## src/rtl/odd_div_pkg.sv

```systemverilog
package odd_div_pkg;
  // which clk_in edge a half-stage counts on
  typedef enum logic {SIDE_RISE = 1'b0, SIDE_FALL = 1'b1} side_e;
  // smallest half-period count the block accepts
  localparam int unsigned ODD_DIV_MIN_N = 1;
endpackage

```

## src/rtl/odd_div_ratio.sv

```systemverilog
module odd_div_ratio #(
  parameter int W = 4
) (
  input  logic [W-1:0] sel,
  output logic [W-1:0] n_lim
);
  localparam logic [W-1:0] MIN_N = W'(odd_div_pkg::ODD_DIV_MIN_N);

  // raise settings below the minimum so a zero never stalls the counter
  always_comb begin
    if (sel < MIN_N) n_lim = MIN_N;
    else             n_lim = sel;
  end
endmodule

```

## src/rtl/odd_div_half_stage.sv

```systemverilog
module odd_div_half_stage
  import odd_div_pkg::*;
#(
  parameter int    W    = 4,
  parameter side_e SIDE = SIDE_RISE
) (
  input  logic         clk,
  input  logic         rst_n,
  input  logic [W-1:0] n_lim,
  input  logic         phase,
  input  logic [W-1:0] peer_cnt,
  output logic [W-1:0] cnt,
  output logic         tog
);
  logic         active;
  logic [W-1:0] cnt_nxt;
  logic         tog_nxt;

  assign active = (phase == logic'(SIDE));

  // active: count own edges up to n and hold there
  // idle: keep counter clear and flip the phase half a cycle after the peer's terminal count
  always_comb begin
    cnt_nxt = cnt;
    tog_nxt = tog;
    if (active) begin
      if (cnt < n_lim) cnt_nxt = cnt + 1'b1;
    end else begin
      cnt_nxt = '0;
      if (peer_cnt >= n_lim) tog_nxt = ~tog;
    end
  end

  generate
    if (SIDE == SIDE_FALL) begin : g_fall
      always_ff @(negedge clk or negedge rst_n) begin
        if (!rst_n) begin
          cnt <= '0;
          tog <= 1'b0;
        end else begin
          cnt <= cnt_nxt;
          tog <= tog_nxt;
        end
      end
    end else begin : g_rise
      always_ff @(posedge clk or negedge rst_n) begin
        if (!rst_n) begin
          cnt <= '0;
          tog <= 1'b0;
        end else begin
          cnt <= cnt_nxt;
          tog <= tog_nxt;
        end
      end
    end
  endgenerate
endmodule

```

## src/rtl/odd_clk_div.sv

```systemverilog
module odd_clk_div
  import odd_div_pkg::*;
#(
  parameter int W = 4
) (
  input  logic         clk_in,
  input  logic         rst_n,
  input  logic [W-1:0] half_sel,
  output logic         clk_div
);
  localparam int NSIDE = 2;

  logic [W-1:0] n_lim;
  logic [W-1:0] cnt_a [NSIDE];
  logic         tog_a [NSIDE];
  logic         phase;
  logic [W-1:0] cnt_rise;
  logic [W-1:0] cnt_fall;

  odd_div_ratio #(.W(W)) u_ratio (
    .sel   (half_sel),
    .n_lim (n_lim)
  );

  // the XOR of the two half-stage flip-flops picks the counting edge
  assign phase = tog_a[0] ^ tog_a[1];

  for (genvar g = 0; g < NSIDE; g++) begin : g_side
    odd_div_half_stage #(.W(W), .SIDE(side_e'(g))) u_stage (
      .clk      (clk_in),
      .rst_n    (rst_n),
      .n_lim    (n_lim),
      .phase    (phase),
      .peer_cnt (cnt_a[NSIDE-1-g]),
      .cnt      (cnt_a[g]),
      .tog      (tog_a[g])
    );
  end

  assign cnt_rise = cnt_a[0];
  assign cnt_fall = cnt_a[1];
  assign clk_div  = phase;
endmodule

```

## config.mk

```make
export PLATFORM = sky130hd
export DESIGN_NAME = odd_clk_div
export DESIGN_NICKNAME = d
export VERILOG_FILES = /design/src/rtl/odd_div_pkg.sv /design/src/rtl/odd_div_ratio.sv /design/src/rtl/odd_div_half_stage.sv /design/src/rtl/odd_clk_div.sv
export SDC_FILE = /design/constraint.sdc
export NUM_CORES = 1
export LEC_CHECK = 0
export BUFFER_PORTS_ARGS = -buffer_cell sky130_fd_sc_hd__buf_2
export CORE_AREA = 4 4 42 44
export DETAILED_ROUTE_END_ITERATION = 6
export DIE_AREA = 0 0 46 48
export HOLD_SLACK_MARGIN = 0.08
export PLACE_DENSITY = 0.78
export SLEW_MARGIN = 10
export SYNTH_ARGS = -nofsm -noshare
export SYNTH_HDL_FRONTEND = slang
export SYNTH_SLANG_ARGS = --single-unit
```

## constraint.sdc

```tcl
create_clock -name clk_in -period 1.8 [get_ports clk_in]
set_input_delay 0.54 -clock clk_in [delete_from_list [all_inputs] [get_ports clk_in]]
set_output_delay 0.54 -clock clk_in [all_outputs]
set_load 0.02 [all_outputs]
```

==> reports/qor.txt, run 1 <==
Run status: finished with violations
Violated checks: setup timing
PortBufs: 6
Crit path DAT: 1960 ps
Flop pwr share: 0.234
Slowest CP cell: dfrtn_1
Fill cells: 88
Cell count after synthesis: 74
Clk_lat worst skew: 280 ps
Post-synthesis instance area: 714 um^2
Die Area: 2210 um^2
Startpoint Class: register
Commonest non-fill, non-tap cell in the layout: buf_4
Initial Utilization: 0.497
Tot Pwr: 1.56 mW
Largest net degree at the start of global routing: 11
Storage element area: 250 um^2
Drt total wl: 1.89 mm
Overall die width: 46 um
Yosys reg bits: 10
Post-route setup TNS: -4470 ps
Vias: 694
First-pass GRT wire length: 3.13 mm
Finished Cell Area: 1170 um^2
Slew Viols, Final: 0
Layout cell share with drive strength beyond 1: 0.607
Die height: 48 um
Post-Place Setup Slack: -940 ps
CTS root buffer: clkbuf_4
Final Hold Violating Endpoints: 0
Maximum vdd drop: 1050 uV
DP Area: 1020 um^2
Sequential area share after synthesis: 0.350
GR Overflow Total: 0
Max cap viols: 0
P&R area growth vs syn: 63.9%
Post-DR wirelength/cell: 15.3 um
Core Box Area: 1440 um^2
Routability cong.: 0.876
Worst hold path type: in -> async
Max-slew headroom: 0.823
Initial DRC count: 11
Ys Warns: 0
CTS Hold Bufs: 0
Slew @ Worst Pin: 264 ps
Delay of the slowest critical-path stage: 450 ps
Remaining DRCs: 0
Clock-pin transition on the worst setup and hold timing paths: 70 ps
CTS Buffer Depth: 2
Async S/R FF share, synth: 1.00
Critical path fanouts, max: 2
Setup CP Type: reg -> out
Endpoints failing setup: 11
Syn Nets: 90
EDFF count, synth: 0
Vias/cell: 5.64
Combinational Power Share: 0.633
Clk sink count: 10
Kind of end point of the critical path: output port
RSZ-0062 raised after global routing: true
Clock share of power: 0.134
CTS tree: yes
H-Tree Level Count: 1
Internal power: 952 uW
Antenna Nets Post-Route: 0
Psw: 609 uW
Unique cell type count in the Yosys netlist: 21
Diode count: 0
Most frequent cells in the layout: 23 x buf_4, 10 x a21oi_2, 6 x ha_4
Total GRT Usage: 0.210
Clock Skew: 7.37 ps
DR pass1 iterations: 4
Cell area power density: 1330 nW/um^2
Total CTS buffers: 3
Setup WS post-layout: -699 ps
Switching Fraction: 0.390
Mean Syn Cell Area: 9.65 um^2
Multi-input logic area: 582 um^2
Leak Pwr: 0.546 nW
Critical path required time: 1260 ps
Number of global-route vias before repair: 724
I/O pin cnt: 7
Initial antenna violation count: 0
Total Nets Final: 124
Row count: 14
Top_reg_cell synth: dfrtp_1
DPL Wire Length: 1.32 mm
Final Hold Slack: 124 ps
Critical path cell sequence: xnor2_2, inv_2, buf_6
[flip-flops by register name (all words and copies together), names as in the netlist]
name                count
g_side.u_stage.cnt      8
g_side.u_stage.tog      2
[critical path, delay by kind of cell, from the launching register on]
family                    cells  cell delay, ps
xor gates and xnor gates      1             140
buffers and inverters         2             190
DFF                           1             450
[what timing repair did]
| item | 4_1_cts | 5_1_grt |
|---|---|---|
| buffers inserted | 3 | 2 |
| gates resized for setup | 21 | 6 |
| endpoints found under the setup margin | 11 | 11 |
| pin swaps | 7 | 4 |
[metal layers]
metal	global-route usage	wire [um]	share of wire
met3	0.0338	82	0.043
met5	0	0	0
met1	0.255	819	0.43
met4	0.119	43	0.023
met2	0.352	942	0.50
[path summary, 6_finish.rpt]
| check | startpoint | to | slack [ps] | depth (start not counted) |
|---|---|---|---|---|
| min in group clk_in | g_side[1].u_stage.cnt[2] | g_side[1].u_stage.cnt[2] | 600 | 2 |
| setup reg to reg | g_side[1].u_stage.cnt[1] | g_side[0].u_stage.tog | -680 | 5 |
| hold reg to reg | g_side[1].u_stage.cnt[2] | g_side[1].u_stage.cnt[2] | 600 | 2 |
| max in group asynchronous | rst_n | g_side[1].u_stage.cnt[2] | 660 | 1 |
| hold / removal | rst_n | g_side[0].u_stage.tog | 120 | 1 |
| setup / recovery | g_side[1].u_stage.tog | clk_div | -700 | 3 |
[power by group through the flow]
stage | Sequential, mW | Clock [mW] | Combinational [mW]
global placement | 0.363 | 0 | 0.779
detailed placement | 0.367 | 0 | 0.799
global route | 0.374 | 0.227 | 1.09
floorplan | 0.371 | 0 | 0.452
CTS | 0.363 | 0.216 | 0.951
finish | 0.365 | 0.209 | 0.987
[cell type report]
| class | count | share of cell area |
|---|---|---|
| Inverter | 7 | 0.0395 |
| Multi-Input combinational cell | 57 | 0.497 |
| Sequential cell | 10 | 0.214 |
| Timing Repair Buffer | 29 | 0.202 |
| Clock buffer | 4 | 0.0310 |
| Tap cell | 16 | 0.0171 |
[cell families after synthesis]
kind of cell               after synthesis  synth area share
AOI/OAI and AO/OA                       27             0.250
and+or+nand+nor                         18             0.159
adders and majority gates               10             0.175
DFF                                     10             0.350
buffers and inverters                    7            0.0368
xor gates and xnor gates                 1            0.0123
muxes                                    1            0.0158
[synth_stat cells (2+ instances only)]
cell type / count / area (um^2)
inv_1: 7 / 26.3
a21oi_2: 2 / 17.5
dfrtp_1: 5 / 125
nand2_1: 3 / 11.3
o211ai_1: 2 / 15.0
ha_1: 10 / 125
dfrtn_1: 5 / 125
nand3_1: 5 / 25.0
o21ai_0: 9 / 45.0
a21oi_1: 8 / 40.0
or3_1: 4 / 25.0
nor2b_4: 2 / 27.5
nand4_1: 4 / 25.0
[stage by stage]
step / utilization / cells
final: 0.815 / 123
after global routing: 0.815 / 123
after CTS: 0.799 / 122
after detailed placement: 0.713 / 116
after global placement: 0.713 / 116
after floorplan: - / 74
Power figures use the tool's default switching activity.
==> inputs of run 2 (changes only) <==
--- a/config.mk
+++ b/config.mk
@@ -6,12 +6,15 @@
 export NUM_CORES = 1
 export LEC_CHECK = 0
 export BUFFER_PORTS_ARGS = -buffer_cell sky130_fd_sc_hd__buf_2
-export CORE_AREA = 4 4 42 44
+export CORE_AREA = 4 4 46 48
 export DETAILED_ROUTE_END_ITERATION = 6
-export DIE_AREA = 0 0 46 48
+export DIE_AREA = 0 0 50 52
 export HOLD_SLACK_MARGIN = 0.08
-export PLACE_DENSITY = 0.78
+export MAX_ROUTING_LAYER = met4
+export PLACE_DENSITY = 0.82
+export RECOVER_POWER = 100
 export SLEW_MARGIN = 10
 export SYNTH_ARGS = -nofsm -noshare
 export SYNTH_HDL_FRONTEND = slang
+export SYNTH_HIERARCHICAL = 1
 export SYNTH_SLANG_ARGS = --single-unit
==> reports/qor.txt, run 2 <==
Antenna Nets Post-Route: 0 (unchanged)
Placed Cells: 150 (was 116)
Overall die width: 50 um (was 46 um)
Total GRT Usage: 0.263 (was 0.210)
Max FFs per register: 8 (unchanged)
Critical path fanouts, max: 2 (unchanged)
DPL Wire Length: 1.72 mm (was 1.32 mm)
Worst hold path type: in -> async (unchanged)
RSZ-0062 raised after global routing: true (unchanged)
Initial Utilization: 0.555 (was 0.497)
Clock Skew: 8.03 ps (was 7.37 ps)
P&R area growth vs syn: 57.7% (was 63.9%)
Violated checks: setup timing (unchanged)
Max cap viols: 0 (unchanged)
Most frequent cells in the layout: 28 x buf_4, 12 x ha_1, 8 x inv_1, 7 x nand2_1, 6 x buf_6 (was 23 x buf_4, 10 x a21oi_2, 6 x ha_4)
CTS Buffer Depth: 2 (unchanged)
Async S/R FF share, synth: 1.00 (unchanged)
First-pass GRT wire length: 4.75 mm (was 3.13 mm)
Clock-pin transition on the worst setup and hold timing paths: 70 ps (about the same)
Unique cell type count in the Yosys netlist: 27 (was 21)
I/O pin cnt: 7 (unchanged)
Maximum vdd drop: 1050 uV (about the same)
Slew @ Worst Pin: 650 ps (was 264 ps)
Mean Syn Cell Area: 9.47 um^2 (was 9.65 um^2)
Cell area power density: 1480 nW/um^2 (was 1330 nW/um^2)
Row count: 15 (was 14)
Top-count cell post-synth: ha_1 (unchanged)
Yosys reg bits: 10 (unchanged)
Crit path from: g_side[1].u_stage/tog (was g_side[1].u_stage.tog)
Sequential area share after synthesis: 0.264 (was 0.350)
Initial DRC count: 28 (was 11)
Global route hottest layer: met2 (unchanged)
Endpoints failing setup: 11 (unchanged)
Diode count: 0 (unchanged)
Largest cells by area after synthesis: ha_1 21%, dfrtn_1 13%, dfrtp_1 13% (was dfrtn_1 18%, dfrtp_1 18%, ha_1 18%)
Final Hold Slack: 248 ps (was 124 ps)
Syn Nets: 122 (was 90)
DR pass1 iterations: 4 (unchanged)
Vias/cell: 5.70 (was 5.64)
Post-Place Setup Slack: -1010 ps (was -940 ps)
Leak Pwr: 0.747 nW (was 0.546 nW)
Fill cells: 67 (was 88)
EDFF count, synth: 0 (unchanged)
Most common library cells after synthesis: 16 x ha_1, 11 x inv_1, 8 x nand2b_1 (was 10 x ha_1, 9 x o21ai_0, 8 x a21oi_1)
Post-DR wirelength/cell: 20.5 um (was 15.3 um)
Startpoint Class: register (unchanged)
Final Non-Filler Cells: 162 (was 123)
Run status: finished with violations (unchanged)
Kind of end point of the critical path: output port (unchanged)
Grt met1 use: 0.278 (was 0.255)
Core Box Area: 1710 um^2 (was 1440 um^2)
Top_reg_cell synth: dfrtp_1 (unchanged)
H-Tree Level Count: 1 (unchanged)
Drt total wl: 3.33 mm (was 1.89 mm)
Final Hold Violating Endpoints: 0 (unchanged)
CTS tree: yes (unchanged)
Setup WS post-layout: -740 ps (was -699 ps)
PortBufs: 6 (unchanged)
Die height: 52 um (was 48 um)
Routability cong.: 0.777 (was 0.876)
Ys Warns: 6 (was 0)
Cell count after synthesis: 100 (was 74)
Met3 Use GR: 0.0458 (was 0.0338)
Post-synthesis instance area: 947 um^2 (was 714 um^2)
Total CTS buffers: 3 (unchanged)
Tot Pwr: 2.21 mW (was 1.56 mW)
Max-slew headroom: 0.567 (was 0.823)
Biggest register: g_side.u_stage/cnt (was g_side.u_stage.cnt)
Slew Viols, Final: 0 (unchanged)
Top Registers: g_side.u_stage/cnt x8, g_side.u_stage/tog x2 (was g_side.u_stage.cnt x8, g_side.u_stage.tog x2)
Flop2flop setup slack: -700 ps (was -680 ps)
Clk sink count: 10 (unchanged)
Number of global-route vias before repair: 1010 (was 724)
M2 GR Usage: 0.474 (was 0.352)
Largest net degree at the start of global routing: 11 (unchanged)
Setup CP Type: reg -> out (unchanged)
Vias: 924 (was 694)
Layout cell share with drive strength beyond 1: 0.526 (was 0.607)
Crit path DAT: 2000 ps (was 1960 ps)
Synth top area share: 0.211 (was 0.175)
Largest area contributor in the netlist: ha_1 (was dfrtn_1)
Initial antenna violation count: 0 (unchanged)
Total Nets Final: 160 (was 124)
Reg2reg start: g_side[1].u_stage/tog (was g_side[1].u_stage.cnt[1])
Die Area: 2600 um^2 (was 2210 um^2)
Clk_lat worst skew: 290 ps (was 280 ps)
GR Overflow Total: 0 (unchanged)
CTS root buffer: clkbuf_4 (unchanged)
Remaining DRCs: 0 (unchanged)
Commonest non-fill, non-tap cell in the layout: buf_4 (unchanged)
Critical path required time: 1260 ps (about the same)
CTS Hold Bufs: 0 (unchanged)
[run 2: changes by cell type after synthesis, sizes merged, moves of 5 or more]
cell    delta
a21oi      -6
ha         +6
mux2i      +5
nand2b     +8
nand3      -5
o21ai      -8
[run 2: power by group]
| group | total (mW) | internal, mW | switching [mW] |
|---|---|---|---|
| logic | 1.61 | 0.840 | 0.766 |
| registers | 0.387 | 0.310 | 0.0768 |
| clock network | 0.216 | 0.123 | 0.0924 |
| total | 2.21 | 1.27 | 0.935 |
[run 2: cell families after synthesis]
family / Yosys count / synth area share
buf+inv: 16 / 0.0647
xor+xnor: 1 / 0.00925
simple gates: 33 / 0.219
mux: 8 / 0.0885
compound gates: 16 / 0.143
flops: 10 / 0.264
fa+ha+maj: 16 / 0.211
[run 2: worst paths after layout]
path,end,cells after the start
max,clk_div,2
min,g_side[0].u_stage/cnt[3],1
max reg2reg,g_side[0].u_stage/tog,7
min reg2reg,g_side[1].u_stage/cnt[1],3
max in group asynchronous,g_side[1].u_stage/cnt[1],1
min in group clk_in,g_side[1].u_stage/cnt[1],3
[run 2: repair_timing]
item / CTS / global route
gates resized for setup: 28 / 12
buffers inserted: 4 / 3
cloned: 1 / 0
setup endpoints to repair: 11 / 11
pin swaps: 10 / 6
[run 2: final cells by class]
type / instances / area [um^2] / share of cell area
Timing Repair Buffer: 38 / 317 / 0.212
Inverter: 11 / 46.3 / 0.0310
Multi-Input combinational cell: 74 / 812 / 0.544
Tap cell: 25 / 31.3 / 0.0209
Sequential cell: 10 / 251 / 0.168
Clock buffer: 4 / 36.3 / 0.0243
[run 2: critical path, stage by stage, from the launching register on]
cell	delay (ps)
dfrtn_1	500
xor2_4	180
buf_6	130
[run 2: routing by layer]
layer,wire (um),vias up
met2,1690,36
met1,1440,458
li1,-,423
met5,0,-
met4,65,0
met3,128,7
[run 2: metrics by stage]
stage	setup TNS, ps	util	cell area, um^2
after floorplan	-6580	-	988
after global placement	-7160	0.703	1200
after detailed placement	-7610	0.703	1200
after CTS	-6850	0.821	1400
after global routing	-7300	0.875	1490
final	-6840	0.875	1490
